==> src/rtl/rmii_rx_pkg.sv <==
package rmii_rx_pkg;

  parameter int DIBIT_W = 2;
  parameter int NIB_W   = 2 * DIBIT_W;
  parameter logic [DIBIT_W-1:0] PRE_DIBIT = 2'b01;

  typedef enum logic [1:0] {
    ST_IDLE = 2'd0,
    ST_HUNT = 2'd1,
    ST_DATA = 2'd2
  } align_st_t;

  // earlier dibit lands in the low half of the nibble
  function automatic logic [NIB_W-1:0] pack_nibble(input logic [DIBIT_W-1:0] first,
                                                   input logic [DIBIT_W-1:0] second);
    return {second, first};
  endfunction

  // wrap counter for the slow-rate sampling divider
  function automatic int next_count(input int cnt, input int div);
    return (cnt >= div - 1) ? 0 : cnt + 1;
  endfunction

endpackage

==> src/rtl/rx_rate_tick.sv <==
module rx_rate_tick #(
  parameter int SLOW_DIV = 10
) (
  input  logic clk,
  input  logic rst_n,
  input  logic rate_10m,
  output logic tick,
  output logic load,
  output logic mii_clk
);
  import rmii_rx_pkg::*;

  localparam int CW = (SLOW_DIV > 1) ? $clog2(SLOW_DIV) : 1;

  logic [CW-1:0] cnt;
  logic          half;

  always_comb begin
    tick    = rate_10m ? (cnt == '0) : 1'b1;
    load    = tick && !half;
    mii_clk = half;
  end

  always_ff @(posedge clk) begin
    if (!rst_n) begin
      cnt  <= '0;
      half <= 1'b0;
    end else begin
      cnt <= rate_10m ? CW'(next_count(int'(cnt), SLOW_DIV)) : '0;
      if (tick) half <= !half;
    end
  end

  // at the slow rate two sampling ticks are never adjacent
  a_r2_tick_spacing: assert property (@(posedge clk) disable iff (!rst_n)
    (tick && rate_10m) |=> (!tick || !rate_10m));

endmodule

==> src/rtl/rx_dibit_align.sv <==
module rx_dibit_align
  import rmii_rx_pkg::*;
(
  input  logic               clk,
  input  logic               rst_n,
  input  logic               tick,
  input  logic               crs_dv,
  input  logic [DIBIT_W-1:0] rxd,
  output logic               nib_done,
  output logic [NIB_W-1:0]   nib_data,
  output logic               nib_err,
  output logic               frame_end
);

  align_st_t          st;
  logic               crs_q;
  logic               have_lo;
  logic               lo_crs;
  logic [DIBIT_W-1:0] lo_d;

  logic crs_rise, pre_hit, second_half;

  always_comb begin
    crs_rise    = crs_dv && !crs_q;
    pre_hit     = (rxd == PRE_DIBIT);
    second_half = tick && (st == ST_DATA) && have_lo;
    nib_done    = second_half && (lo_crs || crs_dv);
    frame_end   = second_half && !lo_crs && !crs_dv;
    nib_data    = pack_nibble(lo_d, rxd);
    nib_err     = lo_crs && !crs_dv;
  end

  always_ff @(posedge clk) begin
    if (!rst_n) begin
      st      <= ST_IDLE;
      crs_q   <= 1'b1;   // a carrier already present is not a rising edge
      have_lo <= 1'b0;
      lo_crs  <= 1'b0;
      lo_d    <= '0;
    end else if (tick) begin
      crs_q <= crs_dv;
      unique case (st)
        ST_IDLE: if (crs_rise) begin
          if (pre_hit) begin
            st      <= ST_DATA;
            have_lo <= 1'b1;
            lo_d    <= rxd;
            lo_crs  <= 1'b1;
          end else begin
            st <= ST_HUNT;
          end
        end
        ST_HUNT: if (!crs_dv) begin
          st <= ST_IDLE;
        end else if (pre_hit) begin
          st      <= ST_DATA;
          have_lo <= 1'b1;
          lo_d    <= rxd;
          lo_crs  <= 1'b1;
        end
        ST_DATA: if (!have_lo) begin
          lo_d    <= rxd;
          lo_crs  <= crs_dv;
          have_lo <= 1'b1;
        end else begin
          have_lo <= 1'b0;
          if (!lo_crs && !crs_dv) st <= ST_IDLE;
        end
        default: st <= ST_IDLE;
      endcase
    end
  end

  // alignment is only ever taken on a preamble dibit
  a_r5_align_on_preamble: assert property (@(posedge clk) disable iff (!rst_n)
    $rose(st == ST_DATA) |-> $past(tick && rxd == PRE_DIBIT));

  // nothing is produced on the tick after a frame closes
  a_r6_quiet_after_end: assert property (@(posedge clk) disable iff (!rst_n)
    frame_end |=> !nib_done);

endmodule

==> src/rtl/rx_mii_out.sv <==
module rx_mii_out
  import rmii_rx_pkg::*;
(
  input  logic             clk,
  input  logic             rst_n,
  input  logic             load,
  input  logic             mii_clk,
  input  logic             nib_done,
  input  logic [NIB_W-1:0] nib_data,
  input  logic             nib_err,
  output logic             dv,
  output logic [NIB_W-1:0] d,
  output logic             er
);

  logic             pend_full;
  logic [NIB_W-1:0] pend_d;
  logic             pend_er;

  always_ff @(posedge clk) begin
    if (!rst_n) begin
      pend_full <= 1'b0;
      pend_d    <= '0;
      pend_er   <= 1'b0;
      dv        <= 1'b0;
      d         <= '0;
      er        <= 1'b0;
    end else begin
      // the output stage takes the old pending nibble before it is replaced
      if (load) begin
        dv <= pend_full;
        d  <= pend_full ? pend_d : '0;
        er <= pend_full && pend_er;
      end
      if (nib_done) begin
        pend_full <= 1'b1;
        pend_d    <= nib_data;
        pend_er   <= nib_err;
      end else if (load) begin
        pend_full <= 1'b0;
      end
    end
  end

  // outputs move only together with a rising receive clock
  a_r3_change_on_rise: assert property (@(posedge clk) disable iff (!rst_n)
    (!$stable(d) || !$stable(dv) || !$stable(er)) |-> $rose(mii_clk));

  // idle nibble is all zero
  a_r9_idle_zero: assert property (@(posedge clk) disable iff (!rst_n)
    !dv |-> (d == '0 && !er));

  // a pending nibble is never overwritten before it is shown
  a_r11_no_overrun: assert property (@(posedge clk) disable iff (!rst_n)
    (nib_done && pend_full) |-> load);

endmodule

==> src/rtl/rmii_to_mii_rx.sv <==
module rmii_to_mii_rx
  import rmii_rx_pkg::*;
#(
  parameter int SLOW_DIV = 10
) (
  input  logic               ref_clk,
  input  logic               rst_n,
  input  logic               rate_10m,
  input  logic               crs_dv,
  input  logic [DIBIT_W-1:0] rxd,
  output logic               mii_rx_clk,
  output logic               mii_rx_dv,
  output logic [NIB_W-1:0]   mii_rxd,
  output logic               mii_rx_er
);

  logic             tick, load;
  logic             nib_done, nib_err, frame_end;
  logic [NIB_W-1:0] nib_data;

  rx_rate_tick #(.SLOW_DIV(SLOW_DIV)) u_tick (
    .clk      (ref_clk),
    .rst_n    (rst_n),
    .rate_10m (rate_10m),
    .tick     (tick),
    .load     (load),
    .mii_clk  (mii_rx_clk)
  );

  rx_dibit_align u_align (
    .clk       (ref_clk),
    .rst_n     (rst_n),
    .tick      (tick),
    .crs_dv    (crs_dv),
    .rxd       (rxd),
    .nib_done  (nib_done),
    .nib_data  (nib_data),
    .nib_err   (nib_err),
    .frame_end (frame_end)
  );

  rx_mii_out u_out (
    .clk      (ref_clk),
    .rst_n    (rst_n),
    .load     (load),
    .mii_clk  (mii_rx_clk),
    .nib_done (nib_done),
    .nib_data (nib_data),
    .nib_err  (nib_err),
    .dv       (mii_rx_dv),
    .d        (mii_rxd),
    .er       (mii_rx_er)
  );

  // a frame close and a nibble delivery are exclusive on a tick
  a_r6_end_excludes_nibble: assert property (@(posedge ref_clk) disable iff (!rst_n)
    !(frame_end && nib_done));

endmodule

==> config.mk <==
export PLATFORM = sky130hd
export DESIGN_NAME = rmii_to_mii_rx
export DESIGN_NICKNAME = d
export VERILOG_FILES = /design/src/rtl/rmii_rx_pkg.sv /design/src/rtl/rx_rate_tick.sv /design/src/rtl/rx_dibit_align.sv /design/src/rtl/rx_mii_out.sv /design/src/rtl/rmii_to_mii_rx.sv
export SDC_FILE = /design/constraint.sdc
export NUM_CORES = 1
export LEC_CHECK = 0
export BUFFER_PORTS_ARGS = -buffer_cell sky130_fd_sc_hd__buf_2
export CAP_MARGIN = 10
export CORE_UTILIZATION = 55
export CTS_CLUSTER_DIAMETER = 60
export DETAILED_ROUTE_END_ITERATION = 16
export PLACE_DENSITY = 0.76
export SYNTH_ARGS = -nofsm -noshare
export SYNTH_HDL_FRONTEND = slang
export SYNTH_SLANG_ARGS = --single-unit
==> constraint.sdc <==
create_clock -name ref_clk -period 2.8 [get_ports ref_clk]
set_input_delay 0.28 -clock ref_clk [delete_from_list [all_inputs] [get_ports ref_clk]]
set_output_delay 0.28 -clock ref_clk [all_outputs]
set_load 0.005 [all_outputs]
==> flow_summary_export.csv <==
group,metric,value,unit
floorplanning,die_h,45.9,um
clocking,cts_root_buffer,"clkbuf_4",
worst_setup_path,arrival,2.15,ns
routing,drt-total-wl,1990,um
worst_setup_path,critPathLaunch,"u_tick.cnt[0]",
yosys,synth_area_per_cell,9.00,um^2
worst_setup_path,ff2ff_path_depth,6,
floorplanning,dieArea,2110,um^2
worst_setup_path,rrSetupSlack,0.89,ns
power,irDropWorstVdd,0.418,mV
worst_setup_path,crit_type,"flip-flop to flip-flop",
yosys,synth_area_leaders,"dfxtp_1 45%, mux2i_1 5.7%, nor2_1 5.3%",
floorplanning,placementRows,15,
yosys,async_flop_share,0,%
yosys,synth.top_cell.area_share,45.2,%
place,dp_hpwl,1550,um
global_routing,grt_max_degree,15,
global_routing,grt_overflow,0,
routing,first_pass_iters,4,
clocking,clk_latency,0.31,ns
yosys,ys_ff_latch,24,
clocking,cts_sinks,24,
worst_setup_path,timing.rr.end,"u_align.lo_d[1]",
global_routing,grt_antenna_before_repair,0,
yosys,syn-instance-count,118,
global_routing,grt_usage,21.3,%
worst_setup_path,crit_required,3.04,ns
power,power.total,0.000665,W
yosys,yosysTopAreaCell,"dfxtp_1",
floorplanning,start_util,60.2,%
clocking,cts_buffers,3,
worst_setup_path,crit_end,"u_align.lo_d[1]",
timing,fmax,525,MHz
place,port_buffers,12,
routing,antenna_left,0,
final_layout,antenna_cells,0,
clocking,ctsHoldBuffers,0,
worst_setup_path,critPathCaptureType,"flip-flop",
power,p_leak,0.461,nW
timing,slew_headroom,66.7,%
timing,grt_setup_unrepaired,"no",
yosys,yosys_warnings,0,
yosys,syn_nets,127,
timing,setup_violations,0,
final_layout,num-nets-final,140,
clocking,clk_pin_slew,0.12,ns
clocking,cts_tree,"yes",
floorplanning,die_w,45.9,um
clocking,clockBufferDepth,2,
timing,worst_pin_slew,0.500,ns
routing,drt_iter0_drc,14,
final_layout,final_util,67.1,%
routing,vias_per_cell,5.46,
yosys,synth_ff_type,"dfxtp_1",
timing,fin_worst_skew,0.0114,ns
timing,period_share,68.0,%
worst_setup_path,r2r-start,"u_tick.cnt[0]",
job,cap_violations,0,
yosys,seq_area_frac_synth,45.2,%
floorplanning,ios,13,
final_layout,drive_gt1_share,15.4,%
global_routing,grt_pass1_vias,741,
worst_setup_path,cp_cell_sequence,"inv_1, ha_1, or3b_1, and2_4, a2111oi_4, mux2i_1",
routing,drc,0,
timing,report.final.hold_viol_count,0,
clocking,cts_setup_buffers,0,
routing,vias,846,
worst_setup_path,cp-start-kind,"flip-flop",
yosys,netlist_area,1060,um^2
floorplanning,core_area,1760,um^2
power,power.density,562,nW/um^2
clocking,h-tree-depth,1,
worst_setup_path,crit_path_top_delay_cell,"or3b_1",
timing,min_period,1.91,ns
worst_hold_path,worstHoldPathType,"primary input to flip-flop",
outcome,status,"completed",
yosys,synth_cell_types,28,
routing,wl_per_cell,12.9,um
worst_setup_path,cp_max_fo,11,
timing,finalSetupTns,0,ns
timing,drv_slew,0,
place,gp_congestion,0.879,
worst_setup_path,critPathMaxStageDelay,0.46,ns
yosys,synth_edf_count,0,
clocking,cts_resized,0,
global_routing,grt_pass1_wl,3170,um
final_layout,area_growth,11.4,%
-- placed cells by master (no fill, tap or decap), drive strengths merged, types with 4 or more instances in the layout --
cell type	n
dfxtp	24
nor2	15
buf	12
a21oi	11
o21ai	9
nand2	9
nand3	9
mux2i	6
inv	5
nor2b	4
-- state kept, by name (all words and copies together) (netlist names) --
| signal | cells |
|---|---|
| u_out.pend_d | 4 |
| u_align.lo_d | 2 |
| u_align.st | 2 |
| u_tick.mii_clk | 1 |
| u_out.pend_full | 1 |
| u_out.dv | 1 |
| u_out.er | 1 |
| u_align.crs_q | 1 |
| u_tick.cnt | 4 |
| u_out.d | 4 |
| u_align.have_lo | 1 |
| u_out.pend_er | 1 |
| u_align.lo_crs | 1 |
-- how the worst min path moves through the flow --
stage / start / endpoint / cells past startpoint
global placement: u_align.lo_d[1] / u_align.lo_d[1] / 2
CTS: rst_n / u_align.crs_q / 2
detailed placement: u_out.er / u_out.er / 2
global route: rst_n / u_align.crs_q / 2
floorplan: crs_dv / u_out.pend_er / 1
finish: rst_n / u_align.crs_q / 2
-- final cells by class --
class,instances,area [um^2]
tap,25,31.3
clock buffer,3,22.5
sequential,24,480
clock inverter,1,30.0
inverter,5,18.8
timing repair buffer,12,60.1
fill,157,581
multi-input combinational,85,541
-- cells by family (layout without fill, tap and decap cells) --
group | count (synthesis) | after routing | share of synthesized area, %
and+or+nand+nor | 44 | 44 | 19.7
AOI/OAI and AO/OA | 29 | 29 | 19.6
DFF | 24 | 24 | 45.2
buffers and inverters | 9 | 21 | 3.89
muxes | 6 | 6 | 5.65
adders and majority gates | 3 | 3 | 3.53
xor gates and xnor gates | 3 | 3 | 2.47
-- Yosys cell counts (all sizes together), types with 2 or more instances --
| library cell | number |
|---|---|
| mux2i | 6 |
| a211oi | 2 |
| ha | 3 |
| xnor2 | 2 |
| nor2b | 4 |
| a21oi | 11 |
| nand2b | 3 |
| dfxtp | 24 |
| inv | 5 |
| nor2 | 15 |
| nand3 | 9 |
| nand2 | 9 |
| o21ai | 9 |
| clkbuf | 3 |
-- layer usage --
metal	share of wire (%)	GRT usage, %	vias up
met5	0	0	-
met4	1.4	10.6	0
met3	1.7	2.38	4
met2	46	33.5	8
met1	51	28.7	401
li1	-	-	433
-- through the flow --
step	setup slack, ns	hold slack (ns)	std cells	cell area [um^2]
6_report	0.895	0.240	155	1180
5_1_grt	0.691	0.230	155	1180
4_1_cts	0.895	0.226	155	1180
3_5_place_dp	0.923	0.465	151	1130
3_3_place_gp	0.988	0.450	151	1130
2_1_floorplan	1.07	0.390	118	1060
-- worst max-delay path, delay by kind of cell, from the launching register on --
kind / cells / cell delay (ns)
flip-flops: 1 / 0.37
buffers and inverters: 1 / 0.07
adder cells (fa/ha/maj): 1 / 0.16
multiplexers: 1 / 0.23
AND/OR/NAND/NOR: 2 / 0.71
AO/OA/AOI/OAI: 1 / 0.30
-- power breakdown --
group           total, W  internal (W)  switching (W)
registers       0.000360      0.000349      0.0000114
logic          0.0000571     0.0000210      0.0000361
clock network   0.000247      0.000145       0.000103
(Power assumes the default switching activity.)
